===== src/rtl/vpm_pkg.sv =====
package vpm_pkg;

    // Lane state: which byte arrangement the ports present this cycle
    typedef enum logic [1:0] {
        ST_PAR = 2'd0,   // single clock, both ports parallel
        ST_HI  = 2'd1,   // double clock, high byte on port A
        ST_LO  = 2'd2    // double clock, low byte on port A
    } lane_state_t;

endpackage


===== src/rtl/vpm_ctrl_reg.sv =====
module vpm_ctrl_reg #(
    parameter int BYTE_W = 8
) (
    input  logic              clk,
    input  logic              rst_n,
    input  logic [BYTE_W+2:0] ctrl_in,
    output logic              dbl_now,
    output logic [BYTE_W-1:0] gpo_val_q,
    output logic              gpo_en_q,
    output logic              qsel_q
);
    localparam int GPO_EN_BIT = BYTE_W;
    localparam int DBL_BIT    = BYTE_W + 1;
    localparam int QSEL_BIT   = BYTE_W + 2;

    // Mode bit goes straight to the lane state machine, which registers it
    assign dbl_now = ctrl_in[DBL_BIT];

    always_ff @(posedge clk or negedge rst_n) begin
        if (!rst_n) begin
            gpo_val_q <= '0;
            gpo_en_q  <= 1'b0;
            qsel_q    <= 1'b0;
        end else begin
            gpo_val_q <= ctrl_in[BYTE_W-1:0];
            gpo_en_q  <= ctrl_in[GPO_EN_BIT];
            qsel_q    <= ctrl_in[QSEL_BIT];
        end
    end

endmodule


===== src/rtl/vpm_lane_fsm.sv =====
module vpm_lane_fsm
    import vpm_pkg::*;
(
    input  logic        clk,
    input  logic        rst_n,
    input  logic        dbl_now,
    input  logic        phase,
    output lane_state_t state_q
);
    lane_state_t state_d;

    // Next state: enter double, phase toggle, or leave double
    always_comb begin
        state_d = ST_PAR;
        unique case (state_q)
            ST_PAR: begin
                if (dbl_now) state_d = phase ? ST_LO : ST_HI;
                else         state_d = ST_PAR;
            end
            ST_HI: begin
                if (!dbl_now)   state_d = ST_PAR;
                else if (phase) state_d = ST_LO;
                else            state_d = ST_HI;
            end
            ST_LO: begin
                if (!dbl_now)    state_d = ST_PAR;
                else if (!phase) state_d = ST_HI;
                else             state_d = ST_LO;
            end
            default: state_d = ST_PAR;
        endcase
    end

    always_ff @(posedge clk or negedge rst_n) begin
        if (!rst_n) state_q <= ST_PAR;
        else        state_q <= state_d;
    end

endmodule


===== src/rtl/vpm_byte_lane.sv =====
module vpm_byte_lane
    import vpm_pkg::*;
#(
    parameter int BYTE_W = 8
) (
    input  logic                clk,
    input  logic                rst_n,
    input  logic [2*BYTE_W-1:0] data_in,
    input  lane_state_t         state_q,
    input  logic                gpo_en_q,
    input  logic [BYTE_W-1:0]   gpo_val_q,
    output logic [BYTE_W-1:0]   port_a,
    output logic [BYTE_W-1:0]   port_b
);
    localparam int NBYTES = 2;
    localparam int WORD_W = NBYTES * BYTE_W;

    logic [WORD_W-1:0] word_q;
    logic [BYTE_W-1:0] byte_q [NBYTES];

    always_ff @(posedge clk or negedge rst_n) begin
        if (!rst_n) word_q <= '0;
        else        word_q <= data_in;
    end

    // byte_q[1] is the high byte, byte_q[0] the low byte
    for (genvar i = 0; i < NBYTES; i++) begin : g_slice
        assign byte_q[i] = word_q[i*BYTE_W +: BYTE_W];
    end

    // Output process driven by the lane state
    always_comb begin
        port_a = '0;
        port_b = '0;
        unique case (state_q)
            ST_PAR: begin
                port_a = byte_q[1];
                port_b = byte_q[0];
            end
            ST_HI: begin
                port_a = byte_q[1];
                port_b = gpo_en_q ? gpo_val_q : '0;
            end
            ST_LO: begin
                port_a = byte_q[0];
                port_b = gpo_en_q ? gpo_val_q : '0;
            end
            default: begin
                port_a = '0;
                port_b = '0;
            end
        endcase
    end

endmodule


===== src/rtl/vpm_qual_route.sv =====
module vpm_qual_route (
    input  logic clk,
    input  logic rst_n,
    input  logic vbi_flag,
    input  logic act_in,
    input  logic tst_in,
    input  logic qsel_q,
    output logic act_pin,
    output logic tst_pin
);
    logic vbi_q, act_q, tst_q;

    always_ff @(posedge clk or negedge rst_n) begin
        if (!rst_n) begin
            vbi_q <= 1'b0;
            act_q <= 1'b0;
            tst_q <= 1'b0;
        end else begin
            vbi_q <= vbi_flag;
            act_q <= act_in;
            tst_q <= tst_in;
        end
    end

    // The pin not chosen keeps its normal signal
    assign act_pin = qsel_q ? act_q : vbi_q;
    assign tst_pin = qsel_q ? vbi_q : tst_q;

endmodule


===== src/rtl/vid_port_mux.sv =====
module vid_port_mux
    import vpm_pkg::*;
#(
    parameter int BYTE_W = 8,
    parameter int WORD_W = 2 * BYTE_W,
    parameter int CTRL_W = BYTE_W + 3
) (
    input  logic              clk,
    input  logic              rst_n,
    input  logic              phase,
    input  logic [WORD_W-1:0] data_in,
    input  logic              vbi_flag,
    input  logic              act_in,
    input  logic              tst_in,
    input  logic [CTRL_W-1:0] ctrl,
    output logic [BYTE_W-1:0] port_a,
    output logic [BYTE_W-1:0] port_b,
    output logic              act_pin,
    output logic              tst_pin
);
    logic              dbl_now;
    logic [BYTE_W-1:0] gpo_val_q;
    logic              gpo_en_q;
    logic              qsel_q;
    lane_state_t       state_q;

    vpm_ctrl_reg #(.BYTE_W(BYTE_W)) u_ctrl (
        .clk       (clk),
        .rst_n     (rst_n),
        .ctrl_in   (ctrl),
        .dbl_now   (dbl_now),
        .gpo_val_q (gpo_val_q),
        .gpo_en_q  (gpo_en_q),
        .qsel_q    (qsel_q)
    );

    vpm_lane_fsm u_fsm (
        .clk     (clk),
        .rst_n   (rst_n),
        .dbl_now (dbl_now),
        .phase   (phase),
        .state_q (state_q)
    );

    vpm_byte_lane #(.BYTE_W(BYTE_W)) u_lane (
        .clk       (clk),
        .rst_n     (rst_n),
        .data_in   (data_in),
        .state_q   (state_q),
        .gpo_en_q  (gpo_en_q),
        .gpo_val_q (gpo_val_q),
        .port_a    (port_a),
        .port_b    (port_b)
    );

    vpm_qual_route u_qual (
        .clk      (clk),
        .rst_n    (rst_n),
        .vbi_flag (vbi_flag),
        .act_in   (act_in),
        .tst_in   (tst_in),
        .qsel_q   (qsel_q),
        .act_pin  (act_pin),
        .tst_pin  (tst_pin)
    );

endmodule


===== config.mk =====
export PLATFORM = sky130hd
export DESIGN_NAME = vid_port_mux
export DESIGN_NICKNAME = d
export VERILOG_FILES = /design/src/rtl/vpm_pkg.sv /design/src/rtl/vpm_ctrl_reg.sv /design/src/rtl/vpm_lane_fsm.sv /design/src/rtl/vpm_byte_lane.sv /design/src/rtl/vpm_qual_route.sv /design/src/rtl/vid_port_mux.sv
export SDC_FILE = /design/constraint.sdc
export NUM_CORES = 1
export LEC_CHECK = 0
export BUFFER_PORTS_ARGS = -buffer_cell sky130_fd_sc_hd__buf_2
export CAP_MARGIN = 20
export CORE_MARGIN = 4
export CORE_UTILIZATION = 39
export DETAILED_ROUTE_END_ITERATION = 10
export PLACE_DENSITY = 0.76
export SLEW_MARGIN = 20
export SYNTH_ARGS = -nofsm -noshare
export SYNTH_HDL_FRONTEND = slang
export SYNTH_SLANG_ARGS = --single-unit

===== constraint.sdc =====
create_clock -name clk -period 2.76 [get_ports clk]
set_input_delay 0.828 -clock clk [delete_from_list [all_inputs] [get_ports clk]]
set_output_delay 0.828 -clock clk [all_outputs]
set_load 0.005 [all_outputs]

Yosys cells after proc, flatten, opt, wreduce, memory -nomap -nowiden:

Cells that the tools add are included.

* flip-flop bits (word level): 31
* latch bits: 0
* RAM bits: 0
* memory bits (read-only): 0
* bits of input ports: 33
* output and inout bits: 18
* word-level logic and storage cells: 22
* memories: 0

* add/subtract/negate cells: 0
* $mul: 0
* div/mod/pow operators: 0
* $lt $le $gt $ge: 0
* equality and inequality tests: 2
* shifts and indexed selects: 0
* multiplexer cells: 8
* bitwise gates (word level): 0
* reductions and logical operators: 4

Operators by type and width (number)
* $pmux 8 s2: 2
* $mux 8: 1
* $mux 2: 3
* $reduce_or 2->1: 2
* $reduce_or 3->1: 1
* $eq 2x1->1 const B: 1
* $eq 2x2->1 const B: 1
* $logic_not 2->1: 1
* $mux 1: 2

Longest topological paths before layout:

Gate-level depths: netlist of run 1.

* word-level depth: 3
* depth in mapped cells: 5

Hierarchy:

A second synthesis of run 1 with hierarchy kept.

* cell total of the unflattened synthesis: 90
* area total of the unflattened synthesis: 1149.9 um^2

By module, submodules not included
* vpm_byte_lane: instances 1, cells an instance 68, area an instance 719.4 um^2, seq. area each 400.4 um^2
* vpm_ctrl_reg: instances 1, cells an instance 11, area an instance 257.7 um^2, seq. area each 250.2 um^2
* vpm_qual_route: instances 1, cells an instance 5, area an instance 97.6 um^2, seq. area each 75.1 um^2
* vpm_lane_fsm: instances 1, cells an instance 6, area an instance 75.1 um^2, seq. area each 50.0 um^2

Worst setup path before layout of run 1:

No wires, ideal clock.

* kind: register -> output
* start: register u_fsm.state_q[0]
* end: output port_b[0]
* arrival: 1052 ps
* required time: 1932 ps
* setup slack: 880 ps
* stages on the path, launching flop included: 6
* cell sequence: dfrtp_1 inv_1 ha_1 buf_2 a32oi_1 nor2_1

* longest elaborated chain between the ends: 3
* elaborated cells on any way between the ends: 5

RTL lines
* start, declared: line vpm_lane_fsm.sv:8 `output lane_state_t state_q`
* start signal, assigned: line vpm_lane_fsm.sv:36 `else state_q <= state_d;`
* $eq 2x1->1 / $eq 2x2->1 (equally long branches): line vpm_byte_lane.sv:35 `unique case (state_q)`
* $reduce_or 2->1 (no line)
* $pmux 8 s2 *: line vpm_byte_lane.sv:35
* end, declared: line vid_port_mux.sv:17 `output logic [BYTE_W-1:0] port_b,`

Every way passes the cells marked *; elsewhere a longest branch is shown, timed or not.

Worst setup path in the final report of run 1:

* start: register u_fsm.state_q[0]
* end: output port_a[7]

* longest elaborated chain between the ends: 3
* elaborated cells on any way between the ends: 5

RTL lines
* $eq 2x1->1 / $logic_not 2->1 (equally long branches): line vpm_byte_lane.sv:35
* $reduce_or 2->1 (no line)
* $pmux 8 s2 *: line vpm_byte_lane.sv:35
* end, declared: line vid_port_mux.sv:16 `output logic [BYTE_W-1:0] port_a,`

Marked as above.

==> metrics, run 1 <==
status=finished clean; Num CTS Buffers=5; Cell Pwr Density=649 nW/um^2; most frequent cells in the layout=buf_2 (50), dfrtp_1 (31), a32oi_1 (8), nor2_1 (8), nand2_1 (8); CP Cell Sequence=inv_1, ha_2, o21ai_0, a21oi_1, buf_2; slowest stage delay, CP=about 0.4 ns; Synthesized Nets=about 120; Hold Violations, Final=0; f_max=around 400 MHz; Synth Instances=87; Hold Crit Class=input port to asynchronous set/reset pin; #FFs+latches synth=31; Max-Cap Viols=0; DR vias/cell=around 5.1; Seq/Total Area, Yosys=68.5%; Unique masters post-synth=17; Slew headroom=55.9%; routed via count=872; IO Port Bufs=50; share of cells above drive strength 1=between 40% and 50%; worst-path cell with the longest stage delay=dfrtp_1; antenna violations before repair=0; Residual DRC=0; mapped cell area=between 1000 and 1500 sq um; Initial Util=approximately two fifths; leak pwr=roughly 0.00073 uW; startpoint types=flip-flop; actual slew at the worst max-slew pin=0.661 ns; row count=19; fin crit period=2.50 ns; Sum Neg Setup Slack=0 ns; Ports=between 50 and 60; htree depth=2; Setup-failing EPs final=0; Worst Setup End Kind=primary output; post-route setup slack=0.265 ns; die width=61.9 microns; clk_skew=0.0000677 ns; max-slew violation count=0; RD Place Congestion=0.812; CP required=between 1.5 and 2 ns; worst slack at placement=between 0.4 and 0.5 ns; overall routing resource usage=15.1%; Worst IR Drop VDD=0.748 mV; clock sinks=31; critical path class=flip-flop to primary output; # diodes=0; first-pass GRT wire length=between 3 and 4 mm; Tot Pwr=around 950 uW; final WL=about 2.6 mm; DR WL/cell=between 15 and 20 microns; vias in the first global route=approximately 920; Worst Path Arrival=1.67 ns; area grow syn2layout=29.8%; Max Root-Sink Buffers=2; crit path max fanout=16; Synth Warn #=0; commonest non-fill, non-tap cell in the layout=buf_2; CTS tree=yes; worst skew pair latency=0.33 ns; Mean Syn Cell Area=13.0 sq um; DRT Pass-1 Iters=4; Clock transition at path regs=roughly 0.1 ns; RSZ-0062 raised after global routing=no; initial DRC count=17; WP buf/inv=2; Post-DP HPWL=1.89 mm; core area=2760 sq um; period utilization=approximately nine tenths; Post-CTS Setup Bufs=0; total die area=3830 sq um; Routed Antenna Nets=0; # nets final=175; Crit path max-delay family=flip-flops; gr ovfl total=0; largest net degree at the start of global routing=32; Die Span Y=61.9 microns; Root Driver=clkbuf_4
registers in the layout, indices dropped and copies added (netlist names):
name,count
u_ctrl.gpo_en_q,1
u_ctrl.gpo_val_q,8
u_ctrl.qsel_q,1
u_fsm.state_q,2
u_lane.word_q,16
u_qual.act_q,1
u_qual.tst_q,1
u_qual.vbi_q,1
power breakdown:
part           internal, uW  total [uW]  leakage [uW]  switching (uW)
clock                   190         352     0.0000452             161
sequential              477         489      0.000364            12.0
combinational          55.5         113      0.000321            57.7
total                   723         954      0.000730             231
worst paths after layout:
check	from	endpoint	slack (ns)	cells after the start
hold reg to reg	u_fsm.state_q[1]$_DFF_PN0_	u_fsm.state_q[0]$_DFF_PN0_	1.12	2
min in group clk	data_in[8]	u_lane.word_q[8]$_DFF_PN0_	0.59	1
setup / recovery	u_fsm.state_q[0]$_DFF_PN0_	port_a[7]	0.26	5
max in group asynchronous	rst_n	u_lane.word_q[12]$_DFF_PN0_	1.82	1
setup reg to reg	u_fsm.state_q[0]$_DFF_PN0_	u_fsm.state_q[1]$_DFF_PN0_	1.42	2
hold / removal	rst_n	u_ctrl.gpo_val_q[0]$_DFF_PN0_	0.51	1
layout make-up:
cell class | count | area (sq um)
timing repair buffer | 50 | 250
inverter | 2 | 7.51
fill | 243 | 1290
clock inverter | 3 | 43.8
sequential | 31 | 776
tap | 31 | 38.8
clock buffer | 5 | 37.5
multi-input combinational | 48 | 317
metal layers:
| metal | vias to the layer above | share of wire [%] | GRT usage, % |
|---|---|---|---|
| met5 | - | 0 | 0 |
| met4 | 0 | 3.2 | 10.6 |
| met3 | 11 | 8.4 | 6.82 |
| met2 | 41 | 50 | 24.7 |
| met1 | 415 | 38 | 15.3 |
| li1 | 405 | - | - |
cell families after synthesis:
logic type | synth area share (%)
DFF | 68.5
muxes | 1.99
AOI/OAI and AO/OA | 14.6
buffers and inverters | 3.76
adders and majority gates | 4.42
and+or+nand+nor | 6.74
per-stage QoR:
step | instances | hold WS, ns | util, % | instance area [sq um]
6_report | 170 | 0.509 | 53.3 | 1470
2_1_floorplan | 87 | 0.532 | - | 1130
5_1_grt | 170 | 0.553 | 53.3 | 1470
3_5_place_dp | 162 | 0.896 | 50.3 | 1390
3_3_place_gp | 162 | 0.882 | 50.3 | 1390
4_1_cts | 170 | 0.517 | 53.2 | 1470
cells in the mapped netlist:
master     n  area share, %
and3b_1    1           0.77
nor2_1     8            2.7
o21ai_0    6            2.7
clkbuf_1   1           0.33
inv_1      2           0.66
a21oi_1    6            2.7
a21oi_2    2            1.5
mux2_2     2            2.0
buf_2      3            1.3
ha_1       4            4.4
nand2_1    8            2.7
buf_6      1           0.99
nor3b_1    1           0.66
dfrtp_1   31             69
a32oi_1    8            6.2
o21ai_2    2            1.5
clkbuf_2   1           0.44
repair_timing:
item                       in CTS  in global routing
setup endpoints to repair       0                  6
hold buffers                    0                  0
resized for setup               0                  1
hold endpoints to repair        0                  0
Note: power is estimated with default switching activity, not from simulation.
==> run 2: changes to the inputs <==
Settings changed: CORE_ASPECT_RATIO set to 1.25.
==> run 2 against run 1 <==
  * Global-route usage down 0.46 points
  * Hold slack better by 0.020 ns
  * Via count up 0.34%
  * Final area down 0.60%
  * Clock-buffer cell count up 3
  * Die area up 0.14%
  * Critical endpoint is now port_a[0]
  * Largest power group unchanged
  * Highest routed layer unchanged
==> metrics, run 2 (same netlist as run 1, synthesis figures left out) <==
gr ovfl total=0 (unchanged); Num CTS Buffers=5 (unchanged); Slew headroom=54.8% (was 55.9%); Largest regs=u_lane.word_q: 16 flops, u_ctrl.gpo_val_q: 8 flops, u_fsm.state_q: 2 flops (unchanged); Root Driver=clkbuf_4 (unchanged); clk_skew=0.0000286 ns (was 0.0000677 ns); CP required=1.93 ns (about the same); Biggest register=u_lane.word_q (unchanged); area grow syn2layout=29.1% (was 29.8%); Met3 Routed Length=206 microns (was 215 microns); Hold Crit Class=input port to asynchronous set/reset pin (unchanged); largest net degree at the start of global routing=32 (unchanged); antenna violations before repair=0 (unchanged); Top Layer Used=met4 (unchanged); crit path max fanout=16 (unchanged); DR vias/cell=5.06 (was 5.13); Worst Path Arrival=1.69 ns (was 1.67 ns); # nets final=175 (unchanged); initial DRC count=17 (unchanged); Non-Filler Instances=173 (was 170); vias in the first global route=940 (was 923); startpoint types=flip-flop (unchanged); fin crit period=2.52 ns (was 2.50 ns); CTS tree=yes (unchanged); die width=56.2 microns (was 61.9 microns); Ports=51 (unchanged); leak pwr=0.000723 uW (was 0.000730 uW); Hold Violations, Final=0 (unchanged); Residual DRC=0 (unchanged); wl on met1=874 microns (was 982 microns); Clock transition at path regs=0.09 ns (was 0.10 ns); Initial Util=41.4% (was 41.1%); DR WL met2=1.44 mm (was 1.29 mm); max-slew violation count=0 (unchanged); CTS Hold Buffers Added=0 (unchanged); RD Place Congestion=0.766 (was 0.812); Post-DP HPWL=1.95 mm (was 1.89 mm); Worst IR Drop VDD=0.376 mV (was 0.748 mV); Sum Neg Setup Slack=0 ns (unchanged); htree depth=2 (unchanged); f_max=397 MHz (was 401 MHz); routed via count=875 (was 872); DRT Pass-1 Iters=4 (unchanged); Die Span Y=68.2 microns (was 61.9 microns); commonest non-fill, non-tap cell in the layout=buf_2 (unchanged); clock sinks=31 (unchanged); Cell Pwr Density=610 nW/um^2 (was 649 nW/um^2); Max Root-Sink Buffers=2 (unchanged); RSZ-0062 raised after global routing=no (unchanged); period utilization=91.2% (was 90.4%); status=finished clean (unchanged); overall routing resource usage=14.6% (was 15.1%); Routed Antenna Nets=0 (unchanged); core area=2730 sq um (was 2760 sq um); max reg flops=16 (unchanged); Inst Count DP=165 (was 162); critical path class=flip-flop to primary output (unchanged); Worst Setup End Kind=primary output (unchanged); DR WL/cell=14.8 microns (was 15.1 microns); # diodes=0 (unchanged); first-pass GRT wire length=4.14 mm (was 3.96 mm); actual slew at the worst max-slew pin=0.678 ns (was 0.661 ns); Max-Cap Viols=0 (unchanged); row count=21 (was 19); worst skew pair latency=0.32 ns (was 0.33 ns); IO Port Bufs=50 (unchanged); Fillers=270 (was 243); total die area=3840 sq um (was 3830 sq um); share of cells above drive strength 1=46.0% (was 46.8%); final WL=2.56 mm (was 2.57 mm); most frequent cells in the layout=buf_2 (50), dfrtp_1 (31), a32oi_1 (8), nor2_1 (8), nand2_1 (8) (unchanged); Setup-failing EPs final=0 (unchanged)
## run 2: what timing repair did
item | 4_1_cts | 5_1_grt
gates resized for setup | 0 | 1
buffers inserted | 0 | 0
endpoints found under the hold margin | 0 | 0
setup endpoints to repair | 0 | 6
## run 2: path summary, 6_finish.rpt
kind / startpoint / slack, ns / end / depth (start not counted)
worst min register to register: u_fsm.state_q[0]$_DFF_PN0_ / 1.15 / u_fsm.state_q[0]$_DFF_PN0_ / 2
worst max register to register: u_fsm.state_q[1]$_DFF_PN0_ / 1.39 / u_fsm.state_q[1]$_DFF_PN0_ / 2
worst max-delay path: u_fsm.state_q[0]$_DFF_PN0_ / 0.24 / port_a[0] / 5
max in group asynchronous: rst_n / 1.80 / u_ctrl.gpo_val_q[7]$_DFF_PN0_ / 1
min in group clk: ctrl[5] / 0.60 / u_ctrl.gpo_val_q[5]$_DFF_PN0_ / 1
worst min-delay path: rst_n / 0.53 / u_ctrl.gpo_val_q[5]$_DFF_PN0_ / 1
## run 2: final cells by class
type / instances / area [sq um] / area share (%)
multi-input cells: 48 / 317 / 21.7
well taps: 34 / 42.5 / 2.91
repair buffers: 50 / 250 / 17.1
clock buffers: 8 / 68.8 / 4.71
flip-flops and latches: 31 / 776 / 53.1
inverters: 2 / 7.51 / 0.514
## run 2: critical path, cell delays in order, from the launching register on
cell     delay, ns
dfrtp_1       0.41
inv_1         0.10
ha_2          0.37
o21ai_0       0.15
a21oi_1       0.19
buf_2         0.15
## run 2: where the power goes
part | switching [uW] | internal (uW) | total [uW]
clock network | 141 | 150 | 290
registers | 11.1 | 477 | 488
logic | 58.3 | 55.5 | 114
## run 2: per-layer routing
metal  GRT usage (%)  vias up
met5               0        -
li1                -      401
met2            28.4       43
met1            13.0      425
met3            6.42        6
met4            6.82        0
## run 2: through the flow
stage | worst slack, ns | instance area, sq um | power [uW] | hold WS, ns | util (%)
floorplan | 0.880 | 1130 | 547 | 0.532 | -
global placement | 0.495 | 1390 | 607 | 0.880 | 50.9
detailed placement | 0.406 | 1390 | 612 | 0.890 | 50.9
CTS | 0.0405 | 1460 | 902 | 0.535 | 53.4
global route | 0.0697 | 1460 | 938 | 0.556 | 53.5
finish | 0.243 | 1460 | 892 | 0.530 | 53.5
==> run 3: changes to the inputs <==
Settings changed: CAP_MARGIN 20 to 30, MAX_ROUTING_LAYER set to met4.
==> run 3 against run 2 <==
  * Clock-buffer cell count stayed put
  * Final cell count stayed put
  * Combinational power hardly changed
  * Via count is 0.46% lower
  * Total power is 0.18% lower
  * First-iteration DRC count is 18% lower
  * Final area stayed put
  * Setup slack better by 0.0099 ns
  * Hold slack better by 0.0036 ns
  * Routed wire length is 0.27% higher
  * Core utilization stayed put
  * Largest power group unchanged
  * Highest routed layer unchanged
==> metrics, run 3 (same netlist as run 1, synthesis figures left out) <==
status=finished clean (unchanged); DR WL/cell=14.8 microns (about the same); Max Root-Sink Buffers=2 (unchanged); Post-CTS Setup Bufs=0 (unchanged); Worst IR Drop VDD=0.377 mV (was 0.376 mV); Root Driver=clkbuf_4 (unchanged); Num CTS Buffers=5 (unchanged); reg2reg path depth=2 (unchanged); DR vias/cell=5.03 (was 5.06); Fillers=270 (unchanged); area grow syn2layout=29.1% (unchanged); htree depth=2 (unchanged); IO Port Bufs=50 (unchanged); overall routing resource usage=15.1% (was 14.6%); commonest non-fill, non-tap cell in the layout=buf_2 (unchanged); most frequent cells in the layout=buf_2 (50), dfrtp_1 (31), a32oi_1 (8), nor2_1 (8), nand2_1 (8) (unchanged); worst-path cell with the longest stage delay=dfrtp_1 (unchanged); Hold Crit Class=input port to asynchronous set/reset pin (unchanged); Ports=51 (unchanged); Cell Pwr Density=609 nW/um^2 (was 610 nW/um^2); crit path max fanout=16 (unchanged); Routed Antenna Nets=0 (unchanged); Slew headroom=55.1% (was 54.8%); die width=56.2 microns (unchanged); RSZ-0062 raised after global routing=no (unchanged); RD Place Congestion=0.776 (was 0.766); slowest stage delay, CP=0.41 ns (about the same); fin util=53.5% (unchanged); Max-Cap Viols=0 (unchanged); core area=2730 sq um (unchanged); CP Cell Sequence=inv_1, ha_2, o21ai_0, a21oi_1, buf_2 (unchanged); worst r2r dst=u_fsm.state_q[1]$_DFF_PN0_ (unchanged); largest net degree at the start of global routing=32 (unchanged); CTS Hold Buffers Added=0 (unchanged); # nets final=175 (unchanged); clk_skew=0.0000308 ns (was 0.0000286 ns); CTS tree=yes (unchanged); period utilization=90.8% (was 91.2%); row count=21 (unchanged); gr ovfl total=0 (unchanged); Largest regs=u_lane.word_q: 16 flops, u_ctrl.gpo_val_q: 8 flops, u_fsm.state_q: 2 flops (unchanged); Clock transition at path regs=0.09 ns (about the same); Worst Setup End Kind=primary output (unchanged); fin crit period=2.51 ns (was 2.52 ns); first-pass GRT wire length=4.13 mm (was 4.14 mm); R2R Path Start=u_fsm.state_q[1]$_DFF_PN0_ (unchanged); routed via count=871 (was 875); worst skew pair latency=0.32 ns (about the same); Hold Violations, Final=0 (unchanged); Initial Util=41.4% (unchanged); critical path class=flip-flop to primary output (unchanged); f_max=399 MHz (was 397 MHz); Biggest register=u_lane.word_q (unchanged); CP required=1.93 ns (about the same); Residual DRC=0 (unchanged); max-slew violation count=0 (unchanged); startpoint types=flip-flop (unchanged); Sum Neg Setup Slack=0 ns (unchanged); DRT Pass-1 Iters=4 (unchanged); actual slew at the worst max-slew pin=0.673 ns (was 0.678 ns); r2r setup slk=1.39 ns (about the same); Die Span Y=68.2 microns (unchanged); share of cells above drive strength 1=46.0% (unchanged); # diodes=0 (unchanged); Post-DP HPWL=1.95 mm (unchanged); Tot Pwr=890 uW (was 892 uW); clock sinks=31 (unchanged); max reg flops=16 (unchanged); leak pwr=0.000723 uW (unchanged); total die area=3840 sq um (unchanged); antenna violations before repair=0 (unchanged); final WL=2.56 mm (about the same); vias in the first global route=941 (was 940); initial DRC count=14 (was 17); Critical Path Source=u_fsm.state_q[0]$_DFF_PN0_ (unchanged); Worst Path Arrival=1.68 ns (was 1.69 ns); Setup-failing EPs final=0 (unchanged); Hold WS=0.533 ns (was 0.530 ns)
-- run 3: worst max path at each step --
stage | slack [ns] | to
3_3_place_gp | 0.49 | port_a[2]
2_1_floorplan | 0.88 | port_b[0]
6_report | 0.25 | port_a[0]
4_1_cts | 0.04 | port_a[0]
5_1_grt | 0.07 | port_a[0]
3_5_place_dp | 0.41 | port_a[0]
-- run 3: where the power goes --
part           leakage [uW]  switching [uW]  internal (uW)
clock network     0.0000386             139            150
registers          0.000364            11.1            477
logic              0.000321            58.2           55.5
-- run 3: layout make-up --
class                      instances  area, sq um  share of cell area [%]
sequential                        31          776                    53.1
multi-input combinational         48          317                    21.7
timing repair buffer              50          250                    17.1
clock buffer                       8         68.8                    4.71
tap                               34         42.5                    2.91
inverter                           2         7.51                   0.514
-- run 3: repair_timing --
item / in CTS / in global routing
hold endpoints to repair: 0 / 0
setup endpoints to repair: 0 / 6
gates resized for setup: 0 / 1
-- run 3: layer usage --
metal	wire (microns)	GRT usage, %
met1	904	13.4
met2	1450	28.2
met4	19	6.82
met5	0	-
met3	189	6.23
-- run 3: stage by stage --
stage | cells | setup WS [ns] | area [sq um]
finish | 173 | 0.253 | 1460
global route | 173 | 0.0697 | 1460
CTS | 173 | 0.0405 | 1460
detailed placement | 165 | 0.406 | 1390
global placement | 165 | 0.495 | 1390
floorplan | 87 | 0.880 | 1130
-- run 3: critical path: cells and delay by family, from the launching register on --
family	cells	cell delay (ns)
buffers and inverters	2	0.25
AOI/OAI and AO/OA	2	0.34
DFF	1	0.41
adders and majority gates	1	0.37
